[config.mk]
export PLATFORM = sky130hd
export DESIGN_NAME = mxacc_top
export DESIGN_NICKNAME = d
export VERILOG_FILES = /design/src/rtl/mxacc_pkg.sv /design/src/rtl/mxacc_lane.sv /design/src/rtl/mxacc_seq.sv /design/src/rtl/mxacc_core.sv /design/src/rtl/mxacc_top.sv
export SDC_FILE = /design/constraint.sdc
export NUM_CORES = 1
export LEC_CHECK = 0
export CELL_PAD_IN_SITES_DETAIL_PLACEMENT = 1
export CELL_PAD_IN_SITES_GLOBAL_PLACEMENT = 1
export CORE_MARGIN = 5
export CORE_UTILIZATION = 45
export CTS_BUF_LIST = sky130_fd_sc_hd__clkbuf_8
export DETAILED_ROUTE_END_ITERATION = 10
export PLACE_DENSITY_LB_ADDON = 0.12
export SETUP_SLACK_MARGIN = 0.1
export SYNTH_ARGS = -nofsm -noshare
export SYNTH_HDL_FRONTEND = slang
export SYNTH_SLANG_ARGS = --single-unit
export TNS_END_PERCENT = 1
[constraint.sdc]
create_clock -name clk -period 9.6 [get_ports clk]
set_clock_uncertainty 0.1 [all_clocks]
set_input_delay 1.92 -clock clk [delete_from_list [all_inputs] [get_ports clk]]
set_output_delay 1.92 -clock clk [all_outputs]
set_load 0.02 [all_outputs]
[src/rtl/mxacc_pkg.sv]
package mxacc_pkg;
  localparam int unsigned WORD_W   = 8;
  localparam int unsigned OUT_FRAC = 3;
  localparam int unsigned FRAC_W   = 3;
  localparam int unsigned NUM_OPS  = 3;

  function automatic int unsigned idx_width(input int unsigned n);
    return (n > 1) ? $clog2(n) : 1;
  endfunction
endpackage

[src/rtl/mxacc_lane.sv]
module mxacc_lane #(
  parameter int unsigned WORD_W   = 8,
  parameter int unsigned FRAC_W   = 3,
  parameter int unsigned OUT_FRAC = 3
) (
  input  logic              clk,
  input  logic              rst_n,
  input  logic              load,
  input  logic [WORD_W-1:0] word_in,
  input  logic [FRAC_W-1:0] frac_in,
  output logic [WORD_W-1:0] aligned
);
  localparam logic [FRAC_W-1:0] OUT_F = FRAC_W'(OUT_FRAC);

  logic [WORD_W-1:0] word_q;
  logic [FRAC_W-1:0] frac_q;
  logic [FRAC_W-1:0] shamt;

  // Latch the operand on the accepting edge
  always_ff @(posedge clk) begin
    if (!rst_n) begin
      word_q <= '0;
      frac_q <= '0;
    end else if (load) begin
      word_q <= word_in;
      frac_q <= frac_in;
    end
  end

  // Surplus fraction bits; counts at or below the output format do not shift
  always_comb begin
    if (frac_q > OUT_F) shamt = frac_q - OUT_F;
    else                shamt = '0;
  end

  // Unsigned right shift drops the low bits: floor rounding
  assign aligned = word_q >> shamt;
endmodule

[src/rtl/mxacc_seq.sv]
module mxacc_seq #(
  parameter int unsigned NUM_OPS = 3,
  parameter int unsigned IDX_W   = 2
) (
  input  logic             clk,
  input  logic             rst_n,
  input  logic             start,
  output logic             accept,
  output logic             busy,
  output logic [IDX_W-1:0] idx,
  output logic             done
);
  localparam logic [IDX_W-1:0] LAST = IDX_W'(NUM_OPS - 1);

  logic last_step;

  assign accept    = start && !busy;
  assign last_step = busy && (idx == LAST);

  always_ff @(posedge clk) begin
    if (!rst_n) begin
      busy <= 1'b0;
      idx  <= '0;
      done <= 1'b0;
    end else begin
      done <= last_step;
      if (accept) begin
        busy <= 1'b1;
        idx  <= '0;
      end else if (busy) begin
        if (last_step) begin
          busy <= 1'b0;
          idx  <= '0;
        end else begin
          idx <= idx + IDX_W'(1);
        end
      end
    end
  end

  // done never lasts beyond one cycle
  a_r6_done_single: assert property (@(posedge clk) disable iff (!rst_n)
    done |=> !done);

  // a start seen mid-run does not rewind the step counter
  a_r8_start_ignored: assert property (@(posedge clk) disable iff (!rst_n)
    (busy && start) |=> (done || (idx == $past(idx) + IDX_W'(1))));
endmodule

[src/rtl/mxacc_core.sv]
module mxacc_core #(
  parameter int unsigned WORD_W = 8
) (
  input  logic              clk,
  input  logic              rst_n,
  input  logic              clear,
  input  logic              add_en,
  input  logic [WORD_W-1:0] addend,
  output logic [WORD_W-1:0] acc,
  output logic              ovf
);
  logic [WORD_W:0] wide_sum;

  assign wide_sum = {1'b0, acc} + {1'b0, addend};

  always_ff @(posedge clk) begin
    if (!rst_n) begin
      acc <= '0;
      ovf <= 1'b0;
    end else if (clear) begin
      acc <= '0;
      ovf <= 1'b0;
    end else if (add_en) begin
      acc <= wide_sum[WORD_W-1:0];
      if (wide_sum[WORD_W]) ovf <= 1'b1;
    end
  end

  // a clear leaves zero sum and no overflow
  a_r4_clear_state: assert property (@(posedge clk) disable iff (!rst_n)
    clear |=> (acc == '0) && !ovf);

  // once set the flag survives until a clear
  a_r7_sticky_flag: assert property (@(posedge clk) disable iff (!rst_n)
    (ovf && !clear) |=> ovf);

  // an addition past full scale raises the flag
  a_r7_carry_raises: assert property (@(posedge clk) disable iff (!rst_n)
    (add_en && !clear && (({1'b0, acc} + {1'b0, addend}) > {1'b0, {WORD_W{1'b1}}})) |=> ovf);

  // outside a run the sum does not move
  a_r6_hold_idle: assert property (@(posedge clk) disable iff (!rst_n)
    (!add_en && !clear) |=> $stable(acc));
endmodule

[src/rtl/mxacc_top.sv]
module mxacc_top
  import mxacc_pkg::*;
#(
  parameter int unsigned P_WORD_W   = WORD_W,
  parameter int unsigned P_FRAC_W   = FRAC_W,
  parameter int unsigned P_OUT_FRAC = OUT_FRAC,
  parameter int unsigned P_NUM_OPS  = NUM_OPS
) (
  input  logic                               clk,
  input  logic                               rst_n,
  input  logic                               start,
  input  logic [P_NUM_OPS-1:0][P_WORD_W-1:0] op_word,
  input  logic [P_NUM_OPS-1:0][P_FRAC_W-1:0] op_frac,
  output logic [P_WORD_W-1:0]                sum,
  output logic                               done,
  output logic                               overflow
);
  localparam int unsigned IDX_W = idx_width(P_NUM_OPS);

  logic                accept;
  logic                busy;
  logic [IDX_W-1:0]    idx;
  logic [P_WORD_W-1:0] aligned [P_NUM_OPS];
  logic [P_WORD_W-1:0] addend;

  mxacc_seq #(
    .NUM_OPS (P_NUM_OPS),
    .IDX_W   (IDX_W)
  ) seq_i (
    .clk    (clk),
    .rst_n  (rst_n),
    .start  (start),
    .accept (accept),
    .busy   (busy),
    .idx    (idx),
    .done   (done)
  );

  for (genvar g = 0; g < P_NUM_OPS; g++) begin : g_lane
    mxacc_lane #(
      .WORD_W   (P_WORD_W),
      .FRAC_W   (P_FRAC_W),
      .OUT_FRAC (P_OUT_FRAC)
    ) lane_i (
      .clk     (clk),
      .rst_n   (rst_n),
      .load    (accept),
      .word_in (op_word[g]),
      .frac_in (op_frac[g]),
      .aligned (aligned[g])
    );
  end

  // Pick the lane for the current step (R5 ordering)
  always_comb begin
    addend = '0;
    for (int i = 0; i < P_NUM_OPS; i++) begin
      if (idx == IDX_W'(i)) addend = aligned[i];
    end
  end

  mxacc_core #(
    .WORD_W (P_WORD_W)
  ) core_i (
    .clk    (clk),
    .rst_n  (rst_n),
    .clear  (accept),
    .add_en (busy),
    .addend (addend),
    .acc    (sum),
    .ovf    (overflow)
  );
endmodule

# Word-level counts from Yosys, hierarchy flattened
# Cells that the tools add are included.
# word_totals
reg_bits	46
latch_bits	0
ram_bits	0
rom_bits	0
input_bits	36
output_inout_bits	10
word_cells	41
n_memories	0
# classes
n_addsub	5
multipliers	0
n_div	0
order_cmp	3
eq_ne	2
n_shift	3
n_mux	10
n_bitwise	1
n_reduce_logical	6
# ops
cell	n
$mux W8	3
$shr A8 B3 Y8	3
$add A8 B8 Y9	1
$gt A3 B2 Y1 const B	3
$mux W3	3
$sub A3 B2 Y3 const B	3
$mux W1	3
$add A2 B1 Y2 const B	1
$eq A2 B1 Y1 const B	1
$eq A2 B2 Y1 const B	1
$logic_and A1 B1 Y1	2
$logic_not A2 Y1	1
$mux W2	1
$reduce_and A2 Y1	1
$reduce_or A2 Y1	1
$logic_not A1 Y1	1
$not A1 Y1	1

# Longest topological paths before layout
# Gate-level depths: netlist of the first run.
# logic_depth
word_depth	8
ltp_mapped	15
mapped_depth_nobuf	14

# Modules after synthesis
# A second synthesis of the first run with hierarchy kept.
# hier_totals
cells_unflattened	326
area_unflattened_um2	3261.9
# by_module_without_submodules
module	n_inst	cells_each	area_per_inst_um2	seq_area_each_um2
mxacc_lane	3	69	740.7	220.2
mxacc_core	1	84	686.9	180.2
mxacc_top	1	20	197.7	0.0
mxacc_seq	1	15	155.1	80.1

# Worst setup path after synthesis of the first run
# Ideal clock, no wire load.
# synth_timing
kind	reg2reg
start	register g_lane[2].lane_i.frac_q[0]
end	register core_i.ovf
setup_time_ps	121
t_arrival_ps	3022
t_required_ps	9379
slack_ps	6357
path_stages_with_launch	16
n_path_buf	1
synth_period_minus_slack_ps	3243
cell_sequence	dfxtp_1 -> ha_1 -> ha_1 -> nor3b_2 -> buf_6 -> mux2i_1 -> mux4_2 -> and2_4 -> a41oi_2 -> ha_1 -> fa_1 -> a21o_1 -> a21oi_1 -> o21bai_1 -> a21oi_1 -> o21ai_1
# synth_between
elab_chain_len	6
word_cells_on_any_way	7
cone_classes	2 x add/sub; 1 x order compare; 1 x shift; 2 x mux; 1 x reduce/logical
# synth_rtl
item	line_no	rtl
from (decl)	mxacc_lane.sv:16	logic [FRAC_W-1:0] frac_q;
from (signal assigned)	mxacc_lane.sv:26	frac_q <= frac_in;
$sub A3 B2 Y3 or $gt A3 B2 Y1 (tied branches)	mxacc_lane.sv:32	if (frac_q > OUT_F) shamt = frac_q - OUT_F;
$mux W3 *	mxacc_lane.sv:32	
$shr A8 B3 Y8 *	mxacc_lane.sv:37	assign aligned = word_q >> shamt;
$mux W8 *	mxacc_top.sv:58	if (idx == IDX_W'(i)) addend = aligned[i];
$add A8 B8 Y9 *	mxacc_core.sv:14	assign wide_sum = {1'b0, acc} + {1'b0, addend};
$reduce_and A2 Y1 (no source line) *	-	
to (signal assigned)	mxacc_core.sv:19	ovf <= 1'b0;
to (signal assigned)	mxacc_core.sv:22	ovf <= 1'b0;
to (signal assigned)	mxacc_core.sv:25	if (wide_sum[WORD_W]) ovf <= 1'b1;
to (decl)	mxacc_core.sv:10	output logic ovf
# Mark *: on every way between the ends. The rest lies on a longest branch, timed or not.
# A chain may end at the register's enable or synchronous reset.

# Final worst setup path of the first run
# Ends and elaborated chain as after synthesis.

==> results of run 1 <==
==> worst register-to-register path, delay by kind of cell, from the launching register on <==
| kind | cells | cell delay [ns] |
|---|---|---|
| flip-flops | 1 | 0.35 |
| AO/OA/AOI/OAI | 6 | 0.81 |
| multiplexers | 2 | 0.72 |
| AND/OR/NAND/NOR | 2 | 0.74 |
| adder cells (fa/ha/maj) | 4 | 1.06 |
==> metrics by stage <==
stage	utilization	cell area [sq um]
global route	0.557	3540
CTS	0.557	3540
finish	0.557	3540
detailed placement	0.540	3430
global placement	0.540	3430
floorplan	-	2950
==> worst min path at each step <==
stage                                from                          to  slack [ns]
2_1_floorplan  g_lane[2].lane_i.word_q[0]  g_lane[2].lane_i.word_q[0]        0.34
3_3_place_gp   g_lane[2].lane_i.word_q[0]  g_lane[2].lane_i.word_q[0]        0.36
3_5_place_dp   g_lane[0].lane_i.word_q[2]  g_lane[0].lane_i.word_q[2]        0.37
4_1_cts        g_lane[0].lane_i.word_q[2]  g_lane[0].lane_i.word_q[2]        0.39
5_1_grt        g_lane[2].lane_i.word_q[0]  g_lane[2].lane_i.word_q[0]        0.41
6_report       g_lane[2].lane_i.word_q[0]  g_lane[2].lane_i.word_q[0]        0.38
==> sequential cells by signal, summed over array words and instances, names as in the netlist <==
register / cells
g_lane.lane_i.word_q: 24
g_lane.lane_i.frac_q: 9
core_i.acc: 8
seq_i.idx: 2
core_i.ovf: 1
seq_i.busy: 1
seq_i.done: 1
==> cells in the final DEF (no fill, tap or decap), types with 4 or more instances in the layout <==
cell              n
nand2_1          77
dfxtp_1          46
clkdlybuf4s50_1  45
mux2i_1          40
a21boi_1         26
ha_1             15
nor2_1           13
a21oi_1          10
nand3_1          10
inv_1             8
a21boi_0          8
clkbuf_8          8
nand2b_1          6
nor3_1            6
nor2b_1           6
a21o_1            5
a32oi_1           4
or3_1             4
==> routing by layer <==
| layer | vias up | part of all wire | wire [um] |
|---|---|---|---|
| li1 | 1314 | - | - |
| met1 | 1257 | 0.47 | 3650 |
| met2 | 44 | 0.48 | 3770 |
| met3 | 8 | 0.035 | 272 |
| met4 | 0 | 0.012 | 93 |
| met5 | - | 0 | 0 |
==> logic make-up after synthesis <==
logic type,share of synthesized area
and+or+nand+nor,0.220
AOI/OAI and AO/OA,0.196
DFF,0.312
muxes,0.151
buffers and inverters,0.0420
adders and majority gates,0.0704
xor gates and xnor gates,0.00891
==> power by group <==
| group | total (mW) | switching (mW) | internal (mW) |
|---|---|---|---|
| combinational | 0.0972 | 0.0504 | 0.0469 |
| sequential | 0.214 | 0.0126 | 0.201 |
| clock | 0.141 | 0.0679 | 0.0728 |
| total | 0.452 | 0.131 | 0.321 |
==> cell type report <==
cell class | instances | area [sq um] | share of cell area
Sequential cell | 46 | 921 | 0.260
Timing Repair Buffer | 48 | 473 | 0.134
Multi-Input combinational cell | 278 | 1910 | 0.539
Inverter | 8 | 30.0 | 0.00849
Tap cell | 77 | 96.3 | 0.0272
Clock buffer | 8 | 110 | 0.0311
==> impl_metrics.toml, run 1 <==
[run_status]
outcome = "complete, no violations"

[placement]
gp_congestion = 0.845
place_hpwl_mm = 5.80
io_buffers = 45
dp_cells = 457
place_ws_ns = 5.73

[worst_setup_path]
crit_slowest_cell = "nor3b_2"
critPathTopFamily = "adder cells"
path_buf_inv = 0
cp_num_cells = 14
worstSetupEndpointType = "flip-flop"
reg2reg_from = "g_lane[2].lane_i.frac_q[0]"
required_ns = 9.70
crit_path_start = "g_lane[2].lane_i.frac_q[0]"
path_class = "reg2reg"
cp_max_fo = 8
r2r_end = "core_i.ovf"
r2r_cells = 14
cp.arrival_ns = 3.98
cp-endpoint = "core_i.ovf"
crit_top_cell = "ha_1"
rrSetupSlack_ns = 5.72
max_stage_delay_ns = 0.60
crit_chain = "ha_1 > ha_1 > nor3b_2 > mux2i_1 > mux4_2 > and2_4 > a41oi_2 > ha_1 > fa_1 > a21o_1 > a21oi_1 > o21bai_1 > a21oi_1 > o21ai_1"
startpoint_type = "flip-flop"

[run]
cap_violations = 0

[logic_synthesis]
ys_ff_latch = 46
ys_top_cells_by_area = "dfxtp_1 31%, mux2i_1 14%, nand2_1 9.8%"
synth_edf_count = 0
yosysTopAreaCell = "dfxtp_1"
synth_top_cell_area_share = 0.312
synth_area_sq_um = 2950
yosysWarnings = 0
synthArstFlopShare = 0
synth_most_common_cell = "nand2_1"
synthTopCellsByCount = "77 x nand2_1, 46 x dfxtp_1, 40 x mux2i_1"
ys_seq_area_frac = 0.312
syn_nets = 406
syn_avg_cell_area_sq_um = 8.33
synthDistinctLibCells = 52
synth-main-ff-cell = "dfxtp_1"
synth_cells = 354

[cts]
clk_latency_ns = 0.31
cts_tree = "done"
cts.clk_slew.worst_paths_ns = 0.09
postCtsSetupRepairBufs = 0
clkSinkCount = 46
htree_levels = 2
ctsResizeCount = 0
root_buffer = "clkbuf_8"
cts_buffers = 5
clockBufferDepth = 2
hold_buffers = 0

[routing]
ant_nets = 0
wl_per_cell_um = 16.7
wl_mm = 7.79
drcViolationCount = 0
vias = 2623
first_pass_iters = 4
vias_per_cell = 5.64
drt_iter0_markers = 99

[pwr]
p_per_area_nw_per_um2 = 128
ir_drop_v = 0.0000606
leakage_nw = 1.48
finalPower_uw = 452

[global_routing]
gr-usage-met2 = 0.316
grt_pass1_vias = 2774
grt.total_usage = 0.189
grt_pass1_wl_mm = 13.2
grt_overflow = 0
grt_start_max_net_pins = 46
met1_usage = 0.251
antenna_found_initial = 0
grt_use_met3 = 0.0339
grt.busiest_layer = "met2"

[final_layout]
drive_above_1_share = 0.0464
final_nets = 439
fillerInstances = 757
finalNonFillerCells = 465
diodes = 0
synthToLayoutAreaGrowth_pct = 19.9

[floorplanning]
start_util = 0.465
dieArea_sq_um = 8280
fp.coreArea_sq_um = 6350
row_count = 29
pin_count = 46
fp.dieH_um = 91.0
die_w_um = 91.0

[timing]
fin_ws_ns = 5.72
finalSetupViolations = 0
fmax_mhz = 258
worst_slew_pin_slew_ns = 0.885
relSlewSlack = 0.409
rsz0062_at_grt = "false"
tns_ns = 0
min_period_ns = 3.88
finalMaxSlewViolations = 0
period_share = 0.404
hold_viol = 0
hold_slack_ns = 0.380

[hold_path]
holdPathStages = 2
min_path_type = "reg2reg"
(Power assumes the default switching activity.)
==> inputs of run 2 (changes only) <==
- CORE_UTILIZATION: 45 -> 42
- clock period: 9.6 -> 3.75 ns (I/O delays scaled with it)
==> run 2 against run 1 <==
Against the previous run: power grew 150%; largest cell class unchanged; cell count is 4.9% higher; die area grew 6.3%; sequential power grew to 2.5 times the previous value.
==> impl_metrics.toml, run 2 (synthesized netlist as in run 1, its figures left out) <==
[global_routing]
grt.total_usage = 0.183
grt_start_max_net_pins = 35
grt_pass1_vias = 2786
grt_overflow = 0
antenna_found_initial = 0
grt_pass1_wl_mm = 13.2

[cts]
clkSinkCount = 46
clk_latency_ns = 0.30
cts_tree = "done"
clockBufferDepth = 2
root_buffer = "clkbuf_8"
postCtsSetupRepairBufs = 0
hold_buffers = 0
ctsResizeCount = 0
cts_buffers = 5
cts.clk_slew.worst_paths_ns = 0.09
htree_levels = 2

[timing]
rsz0062_at_grt = "false"
relSlewSlack = 0.547
hold_slack_ns = 0.380
fmax_mhz = 293
min_period_ns = 3.41
worst_slew_pin_slew_ns = 0.678
tns_ns = 0
finalSetupViolations = 0
period_share = 0.910
hold_viol = 0
finalMaxSlewViolations = 0

[final_layout]
diodes = 0
top_register = "g_lane.lane_i.word_q"
final_core_utilization = 0.525
final_nets = 443
reg_top3 = "g_lane.lane_i.word_q: 24 flops, g_lane.lane_i.frac_q: 9 flops, core_i.acc: 8 flops"
final_cell_mix = "77 x nand2_1, 46 x dfxtp_1, 45 x clkdlybuf4s50_1, 39 x mux2i_1, 26 x a21boi_1"
fillerInstances = 825
synthToLayoutAreaGrowth_pct = 21.6
drive_above_1_share = 0.0714
final_common_cell = "nand2_1"
largest_register_ffs = 24

[run_status]
outcome = "complete, no violations"

[worst_setup_path]
startpoint_type = "flip-flop"
worstSetupEndpointType = "flip-flop"
cp_max_fo = 6
cp.arrival_ns = 3.51
required_ns = 3.84
path_class = "reg2reg"

[run]
cap_violations = 0

[pwr]
ir_drop_v = 0.000183
comb_power_share = 0.231
p_int_uw = 770
p_seq_frac = 0.487
power_switching_uw = 342
p_clk_frac = 0.281
finalPower_mw = 1.11
p_per_area_nw_per_um2 = 310
swShare = 0.308
leakage_nw = 1.48

[routing]
ant_nets = 0
wl_mm = 7.63
drcViolationCount = 0
drt_iter0_markers = 106
vias = 2635
first_pass_iters = 4
vias_per_cell = 5.40
wl_per_cell_um = 15.6

[floorplanning]
pin_count = 46
start_util = 0.432
row_count = 30
die_w_um = 93.8
dieArea_sq_um = 8800
fp.coreArea_sq_um = 6830
fp.dieH_um = 93.8

[placement]
io_buffers = 45
place_hpwl_mm = 6.05
gp_congestion = 0.879

[hold_path]
min_path_type = "reg2reg"
==> run 2: final timing paths <==
| kind | startpoint | end | slack [ns] | depth (start not counted) |
|---|---|---|---|---|
| max | g_lane[1].lane_i.frac_q[0] | core_i.ovf | 0.34 | 13 |
| min | g_lane[2].lane_i.word_q[1] | g_lane[2].lane_i.word_q[1] | 0.38 | 2 |
| max reg2reg | g_lane[1].lane_i.frac_q[0] | core_i.ovf | 0.34 | 13 |
| min reg2reg | g_lane[2].lane_i.word_q[1] | g_lane[2].lane_i.word_q[1] | 0.38 | 2 |
==> run 2: final cells by class <==
class | count | area (sq um) | area share
inverter | 8 | 30.0 | 0.00837
timing repair buffer | 52 | 503 | 0.140
tap | 96 | 120 | 0.0335
multi-input combinational | 278 | 1920 | 0.536
clock buffer | 5 | 68.8 | 0.0192
clock inverter | 3 | 21.3 | 0.00593
sequential | 46 | 921 | 0.257
==> run 2: layer usage <==
| layer | up-vias | global-route usage | wire length [um] |
|---|---|---|---|
| li1 | 1326 | - | - |
| met3 | 9 | 0.0264 | 219 |
| met1 | 1258 | 0.240 | 3670 |
| met4 | 0 | 0.0397 | 74 |
| met2 | 42 | 0.318 | 3670 |
| met5 | - | 0 | 0 |
==> run 2: per-stage QoR <==
step           cells  area, sq um  setup slack, ns
3_3_place_gp     480         3480            0.244
5_1_grt          488         3590           0.0917
3_5_place_dp     480         3480            0.154
2_1_floorplan    354         2950            0.507
4_1_cts          488         3570            0.123
6_report         488         3590            0.337
==> run 2: power by group through the flow <==
stage	Combinational [mW]	Sequential (mW)	Clock, mW
after floorplan	0.168	0.547	0
after global placement	0.250	0.552	0
final	0.257	0.542	0.313
after CTS	0.259	0.542	0.324
after global routing	0.288	0.546	0.340
after detailed placement	0.258	0.553	0
==> run 2: worst max-delay path: stages, from the launching register on <==
cell	delay, ns
dfxtp_1	0.37
ha_1	0.23
ha_1	0.21
nor2b_1	0.16
and2_4	0.20
mux4_2	0.51
a32oi_1	0.18
o211ai_1	0.19
fa_2	0.41
a21o_1	0.17
a21oi_2	0.17
o21bai_1	0.11
a21oi_1	0.21
o21ai_1	0.09
